$ cat src/rtl/e1pc_pkg.sv
package e1pc_pkg;
  localparam int FAS_W  = 12;
  localparam int AUX_W  = 10;
  localparam int DATA_W = 8;
  localparam int HI_W   = DATA_W - (AUX_W - DATA_W); // alignment bits per byte
  localparam logic [7:0] ADDR_FAS_HI = 8'h02;
  localparam logic [7:0] ADDR_CRC_LO = 8'h03;
  localparam logic [7:0] ADDR_FAS_LO = 8'h04;
  localparam logic [7:0] ADDR_EB_LO  = 8'h05;
endpackage

$ cat src/rtl/e1pc_channel.sv
module e1pc_channel #(
  parameter int W = 10
) (
  input  logic         clk,
  input  logic         rst,
  input  logic         inc,
  input  logic         en,
  input  logic         latch,
  output logic [W-1:0] live,
  output logic [W-1:0] held
);
  localparam logic [W-1:0] TOP = '1;
  logic take;
  assign take = inc && en;

  always_ff @(posedge clk) begin
    if (rst) begin
      live <= '0;
      held <= '0;
    end else if (latch) begin
      held <= live;
      live <= take ? W'(1) : '0;
    end else if (take && live != TOP) begin
      live <= live + W'(1);
    end
  end
endmodule

$ cat src/rtl/e1pc_readmux.sv
module e1pc_readmux
  import e1pc_pkg::*;
#(
  parameter int ADDR_W = 8
) (
  input  logic              clk,
  input  logic              rst,
  input  logic [ADDR_W-1:0] addr,
  input  logic [FAS_W-1:0]  fas_held,
  input  logic [AUX_W-1:0]  crc_held,
  input  logic [AUX_W-1:0]  eb_held,
  output logic [DATA_W-1:0] data
);
  localparam int SPLIT = AUX_W - DATA_W;
  logic [DATA_W-1:0] nxt;

  always_comb begin
    nxt = '0;
    if (ADDR_W'(ADDR_FAS_HI) == addr)
      nxt = {fas_held[FAS_W-1 -: HI_W], crc_held[AUX_W-1 -: SPLIT]};
    else if (ADDR_W'(ADDR_CRC_LO) == addr)
      nxt = crc_held[DATA_W-1:0];
    else if (ADDR_W'(ADDR_FAS_LO) == addr)
      nxt = {fas_held[HI_W-1:0], eb_held[AUX_W-1 -: SPLIT]};
    else if (ADDR_W'(ADDR_EB_LO) == addr)
      nxt = eb_held[DATA_W-1:0];
  end

  always_ff @(posedge clk) begin
    if (rst) data <= '0;
    else     data <= nxt;
  end
endmodule

$ cat src/rtl/e1_perf_counter_bank.sv
module e1_perf_counter_bank
  import e1pc_pkg::*;
#(
  parameter int ADDR_W = 8
) (
  input  logic              clk,
  input  logic              rst,
  input  logic              fas_err_inc,
  input  logic              crc_err_inc,
  input  logic              ebit_inc,
  input  logic              frame_lost,
  input  logic              sec_tick,
  input  logic [ADDR_W-1:0] rd_addr,
  output logic [7:0]        rd_data
);
  logic [FAS_W-1:0] fas_live, fas_held;
  logic [AUX_W-1:0] crc_live, crc_held;
  logic [AUX_W-1:0] eb_live,  eb_held;

  // alignment-word count halts only on basic frame loss
  e1pc_channel #(.W(FAS_W)) u_fas (
    .clk(clk), .rst(rst), .inc(fas_err_inc), .en(!frame_lost),
    .latch(sec_tick), .live(fas_live), .held(fas_held));

  e1pc_channel #(.W(AUX_W)) u_crc (
    .clk(clk), .rst(rst), .inc(crc_err_inc), .en(1'b1),
    .latch(sec_tick), .live(crc_live), .held(crc_held));

  e1pc_channel #(.W(AUX_W)) u_eb (
    .clk(clk), .rst(rst), .inc(ebit_inc), .en(1'b1),
    .latch(sec_tick), .live(eb_live), .held(eb_held));

  e1pc_readmux #(.ADDR_W(ADDR_W)) u_rd (
    .clk(clk), .rst(rst), .addr(rd_addr),
    .fas_held(fas_held), .crc_held(crc_held), .eb_held(eb_held),
    .data(rd_data));
endmodule

$ cat config.mk
export PLATFORM = sky130hd
export DESIGN_NAME = e1_perf_counter_bank
export DESIGN_NICKNAME = d
export VERILOG_FILES = /design/src/rtl/e1pc_pkg.sv /design/src/rtl/e1pc_channel.sv /design/src/rtl/e1pc_readmux.sv /design/src/rtl/e1_perf_counter_bank.sv
export SDC_FILE = /design/constraint.sdc
export NUM_CORES = 1
export LEC_CHECK = 0
export BUFFER_PORTS_ARGS = -buffer_cell sky130_fd_sc_hd__buf_4
export CORE_ASPECT_RATIO = 1.5
export CORE_MARGIN = 2
export CORE_UTILIZATION = 40
export CTS_CLUSTER_DIAMETER = 50
export CTS_CLUSTER_SIZE = 25
export DETAILED_ROUTE_END_ITERATION = 10
export PLACE_DENSITY_LB_ADDON = 0.05
export SLEW_MARGIN = 40
export SYNTH_ARGS = -nofsm -noshare
export SYNTH_HDL_FRONTEND = slang
export SYNTH_SLANG_ARGS = --single-unit
$ cat constraint.sdc
create_clock -name clk -period 1.55 [get_ports clk]
set_input_delay 0.0775 -clock clk [delete_from_list [all_inputs] [get_ports clk]]
set_output_delay 0.0775 -clock clk [all_outputs]
set_load 0.02 [all_outputs]
==> run metrics, run 1 <==
DP HPWL 5700 µm; Root Driver clkbuf_16; Slowest-stage cell, CP or4_4; post-route clock skew 4.12 ps; vias per cell 5.31; Synth Net Count 361; Starting Density 41.4%; outcome finished clean; type of origin of the critical path flop; Hold WS 61.0 ps; RSZ-0062 raised after global routing yes; Final ANT Viol Nets 0; Arr. time, crit path 1740 ps; Die Footprint 0.00861 mm²; Post-Synthesis Cells 343; Ys Warns 0; Synth Flop Type dfxtp_1; Vert. Die Dim 113 µm; Final min period 1520 ps; Largest stage delay, worst path 500 ps; drt first pass iters 4; grt ovf 0; total CTS buffers 9; Seq/Total Area, Yosys 45.8%; worst relative slew slack 65.9%; crit-path max FO 3; initial antenna violation count 0; Post-synth EDFFs 0; Clk Latency, worst-skew pair 330 ps; first-pass GRT wire length 13600 µm; critical path cell sequence ha_2 > nand3_4 > or4_4 > o311a_1; # nets final 418; Peak VDD IR 714 µV; Synth top cells by count dfxtp_1, nor2_1, mux2i_1, nand2_1, o21ai_0; CORE AREA 0.00761 mm²; cell family with most CP delay simple AND/OR/NAND/NOR gates; Pleak 1.75 nW; worst path required time 1760 ps; # rows 39; fin. max-slew vios 0; Max-cap violations 0; Critical Path End Type flop; post-DR wirelength/cell 15.6 µm; clock sink total 72; Port Buf Inserts 22; count leader, synth dfxtp_1; Worst-Margin Slew 511 ps; CP bufs+invs 0; Distinct cells, synth 39; Yosys reg bits 72; final-layout fill cell count 732; number of global-route vias before repair 2699; fmax 656 MHz; setup_tns 0 ps; clock transition at the registers of the reported paths 60 ps; Syn Area/Cell 9.18 µm²; Setup violations, final 0; largest net degree at the start of global routing 28; WL final 7890 µm; Layout area overhead 31.6%; ratio of cells with drive above 1 in the final layout 26.4%; RD Place Congestion 0.769; DRC 0; vias 2690; largest cells by area after synthesis dfxtp_1, mux2i_1, nor2_1; Power Dens Cells 1040 mW/mm²; I/O pins 23; clk buf depth 2; Synth top area share 45.8%; CTS tree yes; Syn Std Cell Area 0.00315 mm²; CTS Hold Buffers Added 0; ant diodes 0; leading area contributor after synthesis dfxtp_1; Reg2Reg Setup Slack 30 ps; Crit Path Class flop to flop; H-tree depth 3; HP Class input port to flop; GR Util All Layers 20.3%; Final Hold Fails 0; Final Cycle Share 98.3%; First DRT Iteration DRCs 154; Die Width 76.5 µm; asr flop ratio synth 0%
## per-stage QoR
step                std cells  worst slack (ps)  total power (W)  utilization, %  instance area, µm²
floorplan                 343             -15.5          0.00204               -                3210
global placement          488              45.1          0.00212            49.0                3730
detailed placement        488             -8.23          0.00212            49.0                3730
CTS                       504              9.90          0.00435            53.3                4060
global route              507             -34.5          0.00446            54.4                4140
finish                    507              26.4          0.00430            54.4                4140
## flip-flops by register name, indices dropped and copies added, names as in the netlist
name	count
u_crc.held	10
u_crc.live	10
u_eb.held	10
u_eb.live	10
u_fas.held	12
u_fas.live	12
u_rd.data	8
## timing repair
action	in CTS	in global routing
gates resized for setup	1	20
setup endpoints to repair	1	10
endpoints found under the hold margin	0	0
pin swaps	0	1
setup buffers	0	3
## power by group
part           internal (W)  leakage, nW  total, W  switching, W
combinational     0.0000933        0.998  0.000211      0.000117
sequential          0.00186        0.589   0.00187    0.00000992
clock               0.00148        0.161   0.00223      0.000751
## area by class of cell
class	instances	area [µm²]	share of cell area [%]
Clock buffer	15	299	7.22
Clock inverter	1	30.0	0.725
Inverter	5	18.8	0.453
Multi-Input combinational cell	248	1700	41.1
Sequential cell	72	1470	35.5
Tap cell	102	128	3.08
Timing Repair Buffer	64	493	11.9
## kinds of logic (layout without fill, tap and decap cells)
group           Yosys count  in the layout  synth area share, %
mux                      42             42                 13.3
xor+xnor                  3              3                0.834
flops                    72             72                 45.8
buf+inv                  23             85                 2.90
compound gates           70             70                 14.9
simple gates            130            130                 21.0
fa+ha+maj                 3              3                 1.19
## path summary, 6_finish.rpt
check / from / end / cells past startpoint
worst max-delay path: u_fas.live[0] / u_fas.live[0] / 4
worst min-delay path: ebit_inc / u_eb.live[1] / 2
worst max register to register: u_fas.live[0] / u_fas.live[0] / 4
worst min register to register: u_eb.live[4] / u_eb.live[4] / 1
## per-layer routing
layer / global-route usage [%] / wire length (µm)
met2: 36.9 / 4350
met1: 22.9 / 3280
met4: 7.76 / 102
met5: 0 / 0
met3: 4.66 / 152
## layout by cell type, fill, tap and decap left out, types with 8 or more instances in the layout
cell type	count
or3_1	9
dfxtp_1	59
o211a_1	9
a21oi_1	13
a31oi_1	8
o22ai_1	8
nand2_1	15
nor2_1	47
buf_4	63
o21ai_0	14
mux2i_1	42
clkbuf_16	10
nand3_1	8
nor2b_1	10
Note: power is estimated with default switching activity, not from simulation.
==> run 2, diff against run 1 <==
--- a/config.mk
+++ b/config.mk
@@ -12,6 +12,7 @@
 export CTS_CLUSTER_DIAMETER = 50
 export CTS_CLUSTER_SIZE = 25
 export DETAILED_ROUTE_END_ITERATION = 10
+export HOLD_SLACK_MARGIN = 0.08
 export PLACE_DENSITY_LB_ADDON = 0.05
 export SLEW_MARGIN = 40
 export SYNTH_ARGS = -nofsm -noshare
==> constraint.sdc (replaced) <==
create_clock -name clk -period 1.55 [get_ports clk]
set_input_delay 0.31 -clock clk [delete_from_list [all_inputs] [get_ports clk]]
set_output_delay 0.31 -clock clk [all_outputs]
set_load 0.02 [all_outputs]
==> run 2 against run 1 <==
Effect of this change:
- final area shrank 0.12%
- cell count grew 1.8%
- via count shrank 1.3%
- power shrank 9.3%
- register-to-register slack is essentially flat
- hold slack gained 120 ps
- clock-buffer cell count shrank 2
- largest cell class unchanged
- highest routed layer unchanged
==> run metrics, run 2 (synthesized netlist as in run 1, its figures left out) <==
grt ovf 0 (unchanged); Peak VDD IR 660 µV (-7.6%); vias per cell 5.14 (-3.1%); number of global-route vias before repair 2671 (-1.0%); CTS tree yes; CORE AREA 0.00761 mm² (unchanged); fin. max-slew vios 0 (unchanged); Max-cap violations 0 (unchanged); final instance area 0.00414 mm² (-0.12%); Worst Hold Depth 2 (unchanged); post-route clock skew 5.16 ps (+1.04 ps); crit-path max FO 3 (unchanged); outcome finished clean; DRC 0 (unchanged); Reg2Reg Depth 4 (unchanged); total CTS buffers 9 (unchanged); Layout area overhead 31.4%; r2r endpoint u_fas.live[0]; Final Hold Fails 0 (unchanged); post-placement cell count 502 (+2.9%); Largest stage delay, worst path 510 ps (about the same); Pleak 1.77 nW (+1.2%); Power Dens Cells 943 mW/mm² (-9.1%); critical path cell sequence ha_4 > nand3_2 > or4_4 > o311a_1; GR Util All Layers 19.7% (-0.59 points); Worst-Margin Slew 472 ps (-39.4 ps); Port Buf Inserts 22 (unchanged); Die Width 76.5 µm (unchanged); Setup violations, final 0 (unchanged); clk buf depth 2 (unchanged); type of origin of the critical path flop; Slowest-stage cell, CP or4_4; drt first pass iters 4 (unchanged); first-pass GRT wire length 13200 µm (-2.9%); Final ANT Viol Nets 0 (unchanged); vias 2654 (-1.3%); Largest regs u_fas.held x12, u_fas.live x12; Die Footprint 0.00861 mm² (unchanged); HP Class input port to flop; clock transition at the registers of the reported paths 50 ps (about the same); Hold Path End u_eb.held[7]; Clk Latency, worst-skew pair 330 ps (about the same); Layout Cells excl Fill 516 (+1.8%); RD Place Congestion 0.751 (-2.3%); commonest non-fill, non-tap cell in the layout buf_4; RSZ-0062 raised after global routing yes; Final min period 1510 ps (-14.1 ps); ant diodes 0 (unchanged); commonest non-fill, non-tap cells in the layout buf_4, dfxtp_1, nor2_1; worst relative slew slack 68.2% (+2.2 points); setup ws final 40.5 ps (+14.1 ps); initial antenna violation count 0 (unchanged); largest net degree at the start of global routing 29 (+3.6%); post-CTS setup repair buffer count 0 (unchanged); ratio of cells with drive above 1 in the final layout 27.3% (+0.87 points); hold_sp rst; post-DR wirelength/cell 15.1 µm (-2.8%); Critical Path End Type flop; Reg2Reg Setup Slack 40 ps (about the same); Final Cycle Share 97.4% (-0.91 points); Arr. time, crit path 1720 ps (-20 ps); Util after Layout 54.4% (-0.066 points); WL final 7810 µm (-1.0%); Starting Density 41.4% (unchanged); DP HPWL 5900 µm (+3.4%); DP Area 0.00382 mm² (+2.5%); Vert. Die Dim 113 µm (unchanged); First DRT Iteration DRCs 121 (-21%); clock sink total 72 (unchanged); fmax 662 MHz (+0.93%); Root Driver clkbuf_16; # nets final 429 (+2.6%); # rows 39 (unchanged); Place WS -20.6 ps (-12.4 ps); Crit Path Class flop to flop; R2R Path Start u_fas.live[1]; worst path required time 1760 ps (about the same); I/O pins 23 (unchanged); H-tree depth 3 (unchanged)
-- run 2: worst max-delay path by stage --
stage	start	end	slack, ps	cells past startpoint
floorplan	u_fas.live[0]	u_fas.live[0]	-20	4
global placement	rd_addr[3]	u_rd.data[1]	10	5
detailed placement	u_crc.live[1]	u_crc.live[7]	-20	6
CTS	u_fas.live[1]	u_fas.live[0]	10	4
global route	u_crc.live[2]	u_crc.live[7]	-10	5
finish	u_fas.live[1]	u_fas.live[0]	40	4
-- run 2: through the flow --
stage               power, W  hold WS (ps)  setup TNS [ps]
finish               0.00391           180               0
global placement     0.00213           472               0
detailed placement   0.00213           484           -27.3
floorplan            0.00204           454           -15.5
CTS                  0.00397           170               0
global route         0.00407           178           -20.4
-- run 2: where the power goes --
group	internal (W)	total (W)	switching, W	leakage (nW)
logic	0.000104	0.000221	0.000117	1.06
clock network	0.00111	0.00182	0.000710	0.126
registers	0.00186	0.00187	0.00000925	0.587
total	0.00307	0.00391	0.000836	1.77
-- run 2: area by class of cell --
class,count,area (µm²)
well taps,102,128
clock buffers,13,250
inverters,5,18.8
fillers,724,3470
clock inverters,1,5.00
multi-input cells,248,1710
repair buffers,75,563
flip-flops and latches,72,1460
-- run 2: timing repair --
action | CTS | global route
pin swaps | 0 | 1
endpoints found under the setup margin | 3 | 10
resized for setup | 2 | 14
hold buffers | 0 | 0
-- run 2: layer usage --
metal | wire length (µm) | global-route usage, %
met1 | 3360 | 22.4
met2 | 4110 | 34.9
met3 | 142 | 3.70
met4 | 193 | 10.4
met5 | 0 | 0
-- run 2: worst max-delay path, delay by kind of cell, from the launching register on --
kind	cells	cell delay, ps
AOI/OAI and AO/OA	1	290
adders and majority gates	1	140
DFF	1	350
and+or+nand+nor	2	610
==> run 3, diff against run 2 <==
--- a/config.mk
+++ b/config.mk
@@ -8,7 +8,7 @@
 export BUFFER_PORTS_ARGS = -buffer_cell sky130_fd_sc_hd__buf_4
 export CORE_ASPECT_RATIO = 1.5
 export CORE_MARGIN = 2
-export CORE_UTILIZATION = 40
+export CORE_UTILIZATION = 53
 export CTS_CLUSTER_DIAMETER = 50
 export CTS_CLUSTER_SIZE = 25
 export DETAILED_ROUTE_END_ITERATION = 10
==> run 3 against run 2 <==
Effect of this change:
- power down 3.8%
- register-to-register slack about the same
- maximum frequency down 0.19%
- sequential power barely moved
- sequential share of layout area is 1.3 points higher
- wire length fell by 6.8%
- worst setup slack lost 2.8 ps
- die area is 24% lower
- clock skew increased by 4.7 ps
- combinational power fell by 5%
- first-iteration DRC count increased by 27%
- largest cell class unchanged
- largest power group unchanged
==> run metrics, run 3 (synthesized netlist as in run 1, its figures left out) <==
drt first pass iters 4 (unchanged); crit-path max FO 3 (unchanged); crit path launch u_fas.live[1]; DRC 0 (unchanged); Crit Path Class flop to flop; Port Buf Inserts 22 (unchanged); Power Dens Cells 938 mW/mm² (-0.57%); CP bufs+invs 0 (unchanged); Clk pwr share 44.8% (-1.7 points); sequential power share 49.6% (+1.8 points); hold_sp rst; Starting Density 54.4% (+13 points); final-layout fill cell count 472 (-35%); cell family with most CP delay simple AND/OR/NAND/NOR gates; largest net degree at the start of global routing 21 (-28%); vias per cell 5.68 (+10%); Final Hold Fails 0 (unchanged); Layout area overhead 27.1%; outcome finished clean; r2r endpoint u_fas.live[0]; commonest non-fill, non-tap cell in the layout buf_4; Vert. Die Dim 98.4 µm (-13%); Die Footprint 0.00659 mm² (-24%); Setup violations, final 0 (unchanged); clock transition at the registers of the reported paths 80 ps (+30 ps); Critical Path End Type flop; combinational cell fraction of total power 5.6% (about the same); R2R Path Start u_fas.live[1]; Final min period 1510 ps (+2.85 ps); RSZ-0062 raised after global routing yes; grt ovf 0 (unchanged); Die Width 66.9 µm (-12%); # nets final 418 (-2.6%); DP Area 0.00365 mm² (-4.5%); Util after Layout 69.2% (+15 points); initial antenna violation count 0 (unchanged); Pint 0.00291 W (-5.3%); WL final 7280 µm (-6.8%); ant diodes 0 (unchanged); number of global-route vias before repair 2604 (-2.5%); Hold WS 188 ps (+8.99 ps); Slowest-stage cell, CP or4_4; switching share of power 22.7% (+1.2 points); worst path required time 1790 ps (+30 ps); ratio of cells with drive above 1 in the final layout 26.4% (-0.87 points); Storage cell area 0.00147 mm² (+0.34%); clk buf depth 2 (unchanged); total CTS buffers 9 (unchanged); CTS tree yes; Largest stage delay, worst path 530 ps (+20 ps); DP HPWL 5230 µm (-11%); critical path cell sequence ha_4 > nand3_2 > or4_4 > o311a_1; RD Place Congestion 0.849 (+13%); Worst-Margin Slew 462 ps (-9.67 ps); Hold Path End u_crc.live[0]; GR Util All Layers 24.1% (+4.4 points); Reg2Reg Depth 4 (unchanged); NetSw 0.000851 W (+1.8%); H-tree depth 3 (unchanged); Root Driver clkbuf_8; Clk Latency, worst-skew pair 350 ps (+20 ps); fin. max-slew vios 0 (unchanged); post-route clock skew 9.86 ps (+4.70 ps); # rows 34 (-13%); Final ANT Viol Nets 0 (unchanged); Max-cap violations 0 (unchanged); Final Cycle Share 97.6% (+0.18 points); fmax 661 MHz (-0.19%); Arr. time, crit path 1750 ps (+30 ps); final instance area 0.00400 mm² (-3.3%); post-DR wirelength/cell 15.3 µm (+0.87%); CORE AREA 0.00579 mm² (-24%); Multi-input gate area 0.00171 mm² (unchanged); commonest non-fill, non-tap cells in the layout buf_4, dfxtp_1, nor2_1; first-pass GRT wire length 12100 µm (-8.5%); clock sink total 72 (unchanged); worst relative slew slack 68.8% (+0.65 points); First DRT Iteration DRCs 154 (+27%); Largest regs u_fas.held x12, u_fas.live x12; Reg2Reg Setup Slack 40 ps (about the same); vias 2711 (+2.1%); HP Class input port to flop; I/O pins 23 (unchanged); Peak VDD IR 725 µV (+9.9%); Pleak 1.72 nW (-3.0%); Worst Hold Depth 2 (unchanged); type of origin of the critical path flop
run 3: changes by cell type in the layout (fill, tap and decap cells not counted), sizes merged:
cell      delta
buf         -11
bufinv       +2
clkbuf       -3
clkinv       +1
clkinvlp     +1
inv          +1
run 3: area by class of cell:
class | instances | area share (%)
clock inverters | 6 | 2.25
inverters | 5 | 0.469
clock buffers | 10 | 3.44
flip-flops and latches | 72 | 36.7
well taps | 72 | 2.25
repair buffers | 64 | 12.2
multi-input cells | 248 | 42.7
run 3: worst reg2reg max path, stage by stage (launching register included):
cell and delay [ps]:
dfxtp_2 360, ha_4 140, nand3_2 90, or4_4 530
o311a_1 290
run 3: timing repair:
item / in CTS / in global routing
pin swaps: 0 / 4
buffers inserted: 0 / 7
resized for setup: 1 / 20
hold buffers: 0 / 0
cloned: 0 / 0
endpoints found under the setup margin: 1 / 16
run 3: power by group through the flow:
stage	clock [W]	sequential, W	combinational (W)
2_1_floorplan	0	0.00191	0.000126
3_3_place_gp	0	0.00191	0.000207
3_5_place_dp	0	0.00191	0.000209
4_1_cts	0.00171	0.00187	0.000210
5_1_grt	0.00180	0.00187	0.000229
6_report	0.00168	0.00186	0.000210
run 3: per-stage QoR:
| stage | power, W | std cells | setup slack, ps | setup TNS (ps) |
|---|---|---|---|---|
| after floorplan | 0.00204 | 343 | -15.5 | -15.5 |
| after detailed placement | 0.00212 | 454 | 3.99 | 0 |
| after CTS | 0.00379 | 470 | 29.9 | 0 |
| final | 0.00376 | 477 | 37.7 | 0 |
| after global routing | 0.00389 | 477 | -67.6 | -173 |
| after global placement | 0.00212 | 454 | 33.7 | 0 |
run 3: how the worst max path moves through the flow:
stage	end	depth (start not counted)
after floorplan	u_fas.live[0]	4
after global placement	u_rd.data[7]	5
after detailed placement	u_rd.data[2]	5
after CTS	u_fas.live[0]	4
after global routing	u_crc.live[5]	6
final	u_fas.live[0]	4
run 3: layer usage:
layer	vias to the layer above	part of all wire, %	track usage, %	wire length (µm)
met5	-	0	0	0
met4	0	2.6	12.4	189
met3	16	2.9	4.00	208
met2	50	51	40.8	3710
met1	1271	43	28.8	3170
li1	1374	-	-	-
